<file path="config.mk">
export PLATFORM = sky130hd
export DESIGN_NAME = sar_conv_ctrl
export DESIGN_NICKNAME = d
export VERILOG_FILES = /design/src/rtl/sar_pkg.sv /design/src/rtl/sar_bit_pointer.sv /design/src/rtl/sar_settle_timer.sv /design/src/rtl/sar_trial_reg.sv /design/src/rtl/sar_conv_ctrl.sv
export SDC_FILE = /design/constraint.sdc
export NUM_CORES = 1
export LEC_CHECK = 0
export CELL_PAD_IN_SITES_DETAIL_PLACEMENT = 1
export CELL_PAD_IN_SITES_GLOBAL_PLACEMENT = 2
export CORE_MARGIN = 3
export CORE_UTILIZATION = 34
export CTS_BUF_LIST = sky130_fd_sc_hd__clkbuf_4
export CTS_CLUSTER_DIAMETER = 50
export DETAILED_ROUTE_END_ITERATION = 10
export PLACE_DENSITY = 0.86
export SLEW_MARGIN = 20
export SYNTH_ARGS = -nofsm -noshare
export SYNTH_HDL_FRONTEND = slang
export SYNTH_SLANG_ARGS = --single-unit
export TNS_END_PERCENT = 10
</file>
<file path="constraint.sdc">
create_clock -name clk -period 2.9 [get_ports clk]
set_input_delay 0.725 -clock clk [delete_from_list [all_inputs] [get_ports clk]]
set_output_delay 0.725 -clock clk [all_outputs]
set_load 0.1 [all_outputs]
</file>
<file path="src/rtl/sar_pkg.sv">
package sar_pkg;
  typedef enum logic {
    ST_IDLE  = 1'b0,
    ST_TRIAL = 1'b1
  } sar_state_e;
endpackage

</file>
<file path="src/rtl/sar_bit_pointer.sv">
module sar_bit_pointer #(
  parameter int WIDTH = 4
) (
  input  logic             clk,
  input  logic             rst,
  input  logic             load,
  input  logic             shift,
  output logic [WIDTH-1:0] ptr,
  output logic             at_lsb
);
  localparam logic [WIDTH-1:0] TOP_ONLY = {1'b1, {(WIDTH-1){1'b0}}};

  always_ff @(posedge clk) begin
    if (rst)        ptr <= '0;
    else if (load)  ptr <= TOP_ONLY;
    else if (shift) ptr <= ptr >> 1;
  end

  assign at_lsb = ptr[0];

  // at most one bit is ever under trial
  p_onehot_ptr_r1: assert property (@(posedge clk) disable iff (rst)
    $onehot0(ptr));

  // the pointer only ever moves downward by one position
  p_ptr_walk_r1: assert property (@(posedge clk) disable iff (rst)
    (shift && !load) |=> (ptr == ($past(ptr) >> 1)));
endmodule

</file>
<file path="src/rtl/sar_settle_timer.sv">
module sar_settle_timer #(
  parameter int SETTLE_CYCLES = 1
) (
  input  logic clk,
  input  logic rst,
  input  logic restart,
  output logic expired
);
  localparam int CW = $clog2(SETTLE_CYCLES + 2);
  localparam logic [CW-1:0] LIMIT = CW'(SETTLE_CYCLES);

  logic [CW-1:0] cnt;

  always_ff @(posedge clk) begin
    if (rst || restart)  cnt <= '0;
    else if (cnt != LIMIT) cnt <= cnt + 1'b1;
  end

  assign expired = (cnt == LIMIT);

  // the settle count never runs past its limit
  p_timer_bound_r4: assert property (@(posedge clk) disable iff (rst)
    cnt <= LIMIT);
endmodule

</file>
<file path="src/rtl/sar_trial_reg.sv">
module sar_trial_reg #(
  parameter int WIDTH = 4
) (
  input  logic             clk,
  input  logic             rst,
  input  logic             load,
  input  logic             decide,
  input  logic             keep,
  input  logic [WIDTH-1:0] ptr,
  output logic [WIDTH-1:0] code
);
  for (genvar i = 0; i < WIDTH; i++) begin : g_bit
    logic arm;
    if (i == WIDTH - 1) begin : g_top
      assign arm = 1'b0;
    end else begin : g_low
      assign arm = ptr[i+1];
    end

    always_ff @(posedge clk) begin
      if (rst)          code[i] <= 1'b0;
      else if (load)    code[i] <= (i == WIDTH - 1);
      else if (decide) begin
        if (ptr[i])     code[i] <= keep;
        else if (arm)   code[i] <= 1'b1;
      end
    end
  end

  // bits below the one under trial stay zero
  p_low_clear_r1: assert property (@(posedge clk) disable iff (rst)
    (ptr != '0) |-> ((code & (ptr - 1'b1)) == '0));

  // a low comparator drops the tried bit
  p_drop_bit_r3: assert property (@(posedge clk) disable iff (rst)
    (decide && !load && !keep) |=> ((code & $past(ptr)) == '0));

  // a high comparator keeps the tried bit
  p_keep_bit_r3: assert property (@(posedge clk) disable iff (rst)
    (decide && !load && keep) |=> ((code & $past(ptr)) == $past(ptr)));
endmodule

</file>
<file path="src/rtl/sar_conv_ctrl.sv">
module sar_conv_ctrl
  import sar_pkg::*;
#(
  parameter int WIDTH         = 4,
  parameter int SETTLE_CYCLES = 1
) (
  input  logic             clk,
  input  logic             rst,
  input  logic             start,
  input  logic             cmp_in,
  output logic [WIDTH-1:0] dac_code,
  output logic [WIDTH-1:0] result,
  output logic             done
);
  localparam logic [WIDTH-1:0] TOP_ONLY = {1'b1, {(WIDTH-1){1'b0}}};

  sar_state_e       state;
  logic             go;
  logic             decide;
  logic             last;
  logic             expired;
  logic             at_lsb;
  logic [WIDTH-1:0] ptr;
  logic [WIDTH-1:0] code;

  assign go     = (state == ST_IDLE) && start;
  assign decide = (state == ST_TRIAL) && expired;
  assign last   = decide && at_lsb;

  always_ff @(posedge clk) begin
    if (rst)       state <= ST_IDLE;
    else if (go)   state <= ST_TRIAL;
    else if (last) state <= ST_IDLE;
  end

  sar_bit_pointer #(.WIDTH(WIDTH)) ptr_i (
    .clk    (clk),
    .rst    (rst),
    .load   (go),
    .shift  (decide),
    .ptr    (ptr),
    .at_lsb (at_lsb)
  );

  sar_settle_timer #(.SETTLE_CYCLES(SETTLE_CYCLES)) timer_i (
    .clk     (clk),
    .rst     (rst),
    .restart (go | decide),
    .expired (expired)
  );

  sar_trial_reg #(.WIDTH(WIDTH)) trial_i (
    .clk    (clk),
    .rst    (rst),
    .load   (go),
    .decide (decide),
    .keep   (cmp_in),
    .ptr    (ptr),
    .code   (code)
  );

  always_ff @(posedge clk) begin
    if (rst) begin
      result <= '0;
      done   <= 1'b0;
    end else begin
      done <= last;
      if (last) result <= (code & ~ptr) | (cmp_in ? ptr : '0);
    end
  end

  assign dac_code = code;

  // an accepted start presents only the top bit
  p_first_trial_r2: assert property (@(posedge clk) disable iff (rst)
    go |=> (dac_code == TOP_ONLY));

  // done never lasts two clocks
  p_done_pulse_r6: assert property (@(posedge clk) disable iff (rst)
    done |=> !done);

  // result only moves together with done
  p_result_hold_r7: assert property (@(posedge clk) disable iff (rst)
    !done |-> $stable(result));

  // published result matches the code left on the DAC
  p_result_match_r7: assert property (@(posedge clk) disable iff (rst)
    done |-> (result == dac_code));

  // a start during a settle step does not disturb the trial code
  p_busy_ignore_r8: assert property (@(posedge clk) disable iff (rst)
    (state == ST_TRIAL && start && !decide) |=> $stable(dac_code));
endmodule

</file>
# Yosys cells after proc, flatten, opt, wreduce, memory -nomap -nowiden
# Index checks and enable logic that the tools add are counted.
# W data, S select, Z words.
# classes
addsub	1
eq_ne	2
mux	14
n_bitwise	5
reduce_logical	15
# ops
op	count
$mux W4	3
$reduce_bool A2 Y1	6
$mux W1	11
$reduce_and A2 Y1	4
$and A4 B4 Y4	1
$not A4 Y4	1
$or A4 B4 Y4	1
$logic_and A1 B1 Y1	3
$add A2 B1 Y2 const B	1
$eq A2 B1 Y1 const B	1
$ne A2 B1 Y1 const B	1
$reduce_or A2 Y1	1
$logic_or A1 B1 Y1	1
$not A1 Y1	1
$or A1 B1 Y1	1
# word_totals
register_bits	16
input_bits	4
wordCells	47

# Depth between registers and ports, before layout
# Gate-level depths: netlist of run 1.
# logic_depth
depth_word	5
mapped_depth	7
ltp_nobuf	5

# Modules after synthesis
# From an unflattened synthesis of run 1, not the netlist that was laid out.
# hier_totals
cells_unflattened	67
area_unflattened_um2	732.0
# modules_own_cells
module	n_inst	cells_per_inst	area_each_um2
sar_conv_ctrl	1	26	289.0
sar_trial_reg	1	18	191.4
sar_bit_pointer	1	14	147.6
sar_settle_timer	1	9	103.8

# Worst setup path after synthesis of run 1
# No wires, ideal clock.
# synth_timing
path_kind	reg2out
startpoint	register trial_i.code[1]
endpoint	output port dac_code[1]
t_arrival_ps	940
slack_ps	1235
stages_incl_launch_ff	1
path_cell_list	dfxtp_1
# synth_lines
element	line_no	rtl
start: declaration	sar_trial_reg.sv:10	output logic [WIDTH-1:0] code
start signal: indexed assignment	sar_trial_reg.sv:22	else if (load) code[i] <= (i == WIDTH - 1);
start signal: indexed assignment	sar_trial_reg.sv:24	if (ptr[i]) code[i] <= keep;
end: declaration	sar_conv_ctrl.sv:11	output logic [WIDTH-1:0] dac_code,
# No word-level cell between the ends.

# Worst setup path after layout of run 1
# layout_timing
startpoint	input port rst
endpoint	register trial_i.code[2]
# layout_via
elab_chain_len	1
# layout_rtl
element	line_no	rtl
start: declaration	sar_conv_ctrl.sv:8	input logic rst,
$reduce_or A2 Y1 (no line)	n/a	
# Every way passes these cells.
# A chain may end at the register's enable or synchronous reset.

==> results of run 1 <==
[per-layer routing]
metal	vias up	track usage [%]	wire length, um
met3	2	6.23	63
met5	-	0	0
met1	251	14.0	648
met4	0	1.35	8
li1	275	-	-
met2	11	23.9	729
[through the flow]
stage               hold WS (ns)  utilization (%)  worst slack, ns
floorplan                  0.445                -             1.24
global placement           0.481             42.9            0.984
detailed placement         0.490             42.9            0.908
CTS                        0.503             44.4             1.19
global route               0.526             44.4             1.13
finish                     0.492             44.4             1.20
[cell usage after synthesis, drive strengths merged]
| library cell | n | area [um2] |
|---|---|---|
| a21o | 1 | 7.51 |
| mux2i | 4 | 40.0 |
| nor2 | 11 | 48.8 |
| a21oi | 9 | 45.0 |
| nand3 | 1 | 5.00 |
| or2 | 3 | 18.8 |
| nor2b | 1 | 6.26 |
| o21ai | 1 | 5.00 |
| buf | 3 | 27.5 |
| a211oi | 7 | 67.6 |
| inv | 2 | 7.51 |
| nand2b | 1 | 6.26 |
| nand2 | 6 | 22.5 |
| and3 | 1 | 6.26 |
| a31oi | 1 | 6.26 |
| and2b | 1 | 7.51 |
| and2 | 1 | 6.26 |
| dfxtp | 16 | 320 |
| ha | 1 | 12.5 |
| nor3 | 1 | 5.00 |
[state kept, by name (all words and copies together), names as in the netlist]
register      count
state             1
trial_i.code      4
result            4
done              1
ptr_i.ptr         4
timer_i.cnt       2
[critical path, stage by stage]
cell             delay [ns]
clkdlybuf4s50_1        0.60
a21o_1                 0.34
a211oi_1               0.22
[final cells by class]
type                       count  area (um2)
tap                           25        31.3
fill                         232        1000
sequential                    16         320
timing repair buffer          12        97.6
inverter                       2        7.51
multi-input combinational     51         317
clock inverter                 1        3.75
clock buffer                   3        22.5
[cell families after synthesis]
kind of cell	count (synthesis)	share of synthesized area (%)
AOI/OAI and AO/OA	19	19.6
muxes	4	5.96
and+or+nand+nor	27	19.7
DFF	16	47.7
buffers and inverters	5	5.21
adders and majority gates	1	1.86
[where the power goes]
group          internal, uW  total [uW]  switching (uW)
combinational          17.8        49.4            31.6
clock                  50.0         121            70.9
sequential              226         233            6.55
total                   294         403             109
[how the worst max path moves through the flow]
stage	endpoint	slack [ns]	start
finish	trial_i.code[2]	1.20	rst
detailed placement	trial_i.code[2]	0.91	rst
CTS	trial_i.code[2]	1.19	rst
floorplan	dac_code[1]	1.24	trial_i.code[1]
global placement	trial_i.code[1]	0.98	rst
global route	trial_i.code[2]	1.13	rst
==> results_dict.tcl, run 1 <==
set metrics [dict create \
    grt_setup_unrepaired "no" \
    power_uw 403 \
    rr_startpoint "timer_i.cnt[0]" \
    die-height_um 50.5 \
    diodes 0 \
    hold_viol_final 0 \
    htreeDepth 1 \
    r2r_slack_ns 1.33 \
    worstSetupPathType "primary input to flop" \
    r2r_cells 4 \
    viasPerCell 4.90 \
    setup_violations 0 \
    drive_above_1_share_pct 24.7 \
    final_cell_mix "dfxtp_1, a21oi_1, buf_4" \
    syn_nets 77 \
    holdBufCountCts 0 \
    cts_max_path_buffers 2 \
    core_area_mm2 0.00180 \
    placed_cells 106 \
    first_global_vias 568 \
    maxCapViolCount 0 \
    min_path_type "flop to flop" \
    crit_required_ns 3.09 \
    syn_inst 72 \
    worst_hold_path.endpoint "ptr_i.ptr[0]" \
    design_area_um2 800 \
    cts_root_buffer "clkbuf_4" \
    io_buffer_count 12 \
    r2r_end "result[0]" \
    vias 539 \
    slew_violations 0 \
    syn-cell-area_um2 672 \
    outcome "complete, no violations" \
    cts_made_buffers 3 \
    rows 15 \
    arrival_ns 1.89 \
    dp_hpwl_mm 1.06 \
    remaining_drc_errors 0 \
    area_delta_synth_final_pct 19.0 \
    cts_setup_buffers 0 \
    start_kind "primary input" \
    holdPathStages 2 \
    ant_nets 0 \
    insertion_delay_ns 0.29 \
    ys_seq_elements 16 \
    grt_use_total_pct 13.1 \
    start_util_pct 37.3 \
    gp_congestion 0.698 \
    ys_seq_area_share_pct 47.7 \
    wirelength_mm 1.45 \
    vdd_ir_drop_max_uv 274 \
    grt_pass1_wl_mm 2.52 \
    cts_tree "built" \
    grt_max_degree 10 \
    synth_warnings 0 \
    post_cts_resized 0 \
    clock_skew_ns 0.00822 \
    wl_per_cell_um 13.2 \
    die_x_um 50.5 \
    holdCritStartpoint "ptr_i.ptr[0]" \
    ys_types 23 \
    cts.sinks 16 \
    final_common_cell "dfxtp_1" \
    slew_headroom_pct 68.4 \
    avgSynthCellArea_um2 9.33 \
    cp_max_fo 9 \
    antenna_found_initial 0 \
    detailedRoute.firstIterationViolations 1 \
    period_needed_ns 1.70 \
    crit_path_end_kind "flop" \
    tightest_slew_ns 0.475 \
    setup_tns_ns 0 \
    p_leak_uw 0.000307 \
    fmax_mhz 590 \
    cellPowerDensity_mw_per_mm2 504 \
    firstDrtPassIters 3 \
    ios 13 \
    clk_pin_slew_ns 0.09 \
    nNetsFinal 91 \
    grt-ovfl-total 0 \
    fin_crit_sh_pct 58.5 \
    placed_area_um2 773 \
    die-area_mm2 0.00255 \
    fin_cells 110 \
]
No activity file was read; power rests on OpenSTA's default activity.
==> run 2, diff against run 1 <==
Settings changed: CORE_UTILIZATION 34 to 31, PLACE_DENSITY 0.86 to 0.79.
Clock period 2.9 ns to 1.6 ns, I/O delays scaled along.
==> run 2 against run 1 <==
  * First-iteration DRC count rose to 3.0 times the previous value
  * Critical path depth up 2
  * Setup slack lost 1.0 ns
  * Wire length increased by 1.9%
  * Die area up 8.5%
  * Clock skew up 0.0017 ns
  * Critical path type is now flop to flop
  * Critical endpoint is now result[3]
==> results_dict.tcl, run 2 (synthesized netlist as in run 1, its figures left out) <==
set metrics [dict create \
    antenna_found_initial 0 \
    wl_met1_um 696 \
    vias 556 \
    grt_max_degree 10 \
    p_sw_share_pct 26.6 \
    die_x_um 52.6 \
    design_area_um2 945 \
    holdBufCountCts 0 \
    combPwrFrac_pct 14.2 \
    setup_violations 0 \
    post_cts_resized 0 \
    intPower_uw 545 \
    die-area_mm2 0.00276 \
    grt-ovfl-total 0 \
    wl_met2_um 690 \
    core_area_mm2 0.00200 \
    diodes 0 \
    p_leak_uw 0.000353 \
    vdd_ir_drop_max_uv 409 \
    cp_max_fo 6 \
    cts.sinks 16 \
    routed.top_layer "met4" \
    clock_skew_ns 0.00991 \
    holdCritStartpoint "ptr_i.ptr[0]" \
    crit_path_end_kind "flop" \
    startpoint "timer_i.cnt[0]" \
    arrival_ns 1.61 \
    min_path_type "flop to flop" \
    fin_crit_sh_pct 88.1 \
    start_kind "flop" \
    grt_use_total_pct 13.2 \
    final_common_cell "dfxtp_1" \
    first_global_vias 559 \
    ios 13 \
    dp_hpwl_mm 1.10 \
    wl_met3_um 51 \
    wirelength_mm 1.48 \
    placed_area_um2 918 \
    htreeDepth 1 \
    slew_headroom_pct 77.3 \
    fmax_mhz 710 \
    rr_startpoint "timer_i.cnt[0]" \
    nNetsFinal 95 \
    cts_made_buffers 3 \
    largestRegisters "ptr_i.ptr (4), result (4), trial_i.code (4)" \
    die-height_um 52.6 \
    maxCapViolCount 0 \
    rows 16 \
    start_util_pct 33.6 \
    area_delta_synth_final_pct 40.6 \
    hold_viol_final 0 \
    cts_setup_buffers 0 \
    holdWs_ns 0.504 \
    slew_violations 0 \
    outcome "complete, no violations" \
    grt_pass1_wl_mm 2.55 \
    period_needed_ns 1.41 \
    wl_per_cell_um 12.7 \
    final_cell_mix "dfxtp_1, a21oi_1, buf_12" \
    viasPerCell 4.79 \
    tightest_slew_ns 0.340 \
    fill_cells 240 \
    cts_max_path_buffers 2 \
    cts_root_buffer "clkbuf_4" \
    p_seq_share_pct 56.6 \
    drive_above_1_share_pct 28.1 \
    p_switching_uw 198 \
    fin_cells 116 \
    worstSetupPathType "flop to flop" \
    setup_tns_ns 0 \
    cellPowerDensity_mw_per_mm2 786 \
    clockPowerShare_pct 29.1 \
    grt_setup_unrepaired "no" \
    io_buffer_count 12 \
    remaining_drc_errors 0 \
    placed_cells 112 \
    crit_required_ns 1.81 \
    ant_nets 0 \
    clk_pin_slew_ns 0.10 \
    insertion_delay_ns 0.29 \
    firstDrtPassIters 4 \
    cts_tree "built" \
    detailedRoute.firstIterationViolations 3 \
    gp_congestion 0.753 \
]
[run 2: cell count changes in the layout (fill, tap and decap cells not counted), sizes merged]
cell	delta
buf	+4
[run 2: final cells by class]
type	instances	area (um2)	area share (%)
flip-flops and latches	16	320	33.9
multi-input cells	51	317	33.5
repair buffers	16	240	25.4
well taps	27	33.8	3.58
clock buffers	3	22.5	2.38
inverters	2	7.51	0.795
clock inverters	1	3.75	0.397
[run 2: critical path, cell delays in order (launching register included)]
cell and delay [ns]:
dfxtp_1 0.37, ha_1 0.17, and3_1 0.37, buf_4 0.20, nor2_2 0.04, a211oi_2 0.18
[run 2: final timing paths]
check	slack, ns	endpoint	depth (start not counted)
hold reg to reg	0.50	ptr_i.ptr[0]	2
setup / recovery	0.19	result[3]	5
setup reg to reg	0.19	result[3]	5
hold / removal	0.50	ptr_i.ptr[0]	2
[run 2: per-layer routing]
| layer | GRT usage [%] | vias to the layer above |
|---|---|---|
| li1 | - | 285 |
| met1 | 16.7 | 257 |
| met2 | 19.0 | 10 |
| met3 | 3.70 | 4 |
| met4 | 8.94 | 0 |
| met5 | 0 | - |
[run 2: through the flow]
| stage | utilization [%] | setup WS [ns] | power (uW) |
|---|---|---|---|
| after detailed placement | 45.9 | 0.0629 | 537 |
| after global routing | 47.2 | 0.0824 | 788 |
| after floorplan | - | 0.164 | 499 |
| after CTS | 47.2 | 0.169 | 760 |
| final | 47.2 | 0.191 | 743 |
| after global placement | 45.9 | 0.110 | 536 |
[run 2: power groups by stage]
stage | combinational (uW) | clock [uW] | sequential (uW)
floorplan | 52.7 | 0 | 447
global placement | 106 | 0 | 430
detailed placement | 107 | 0 | 430
CTS | 107 | 232 | 421
global route | 116 | 250 | 422
finish | 106 | 216 | 421
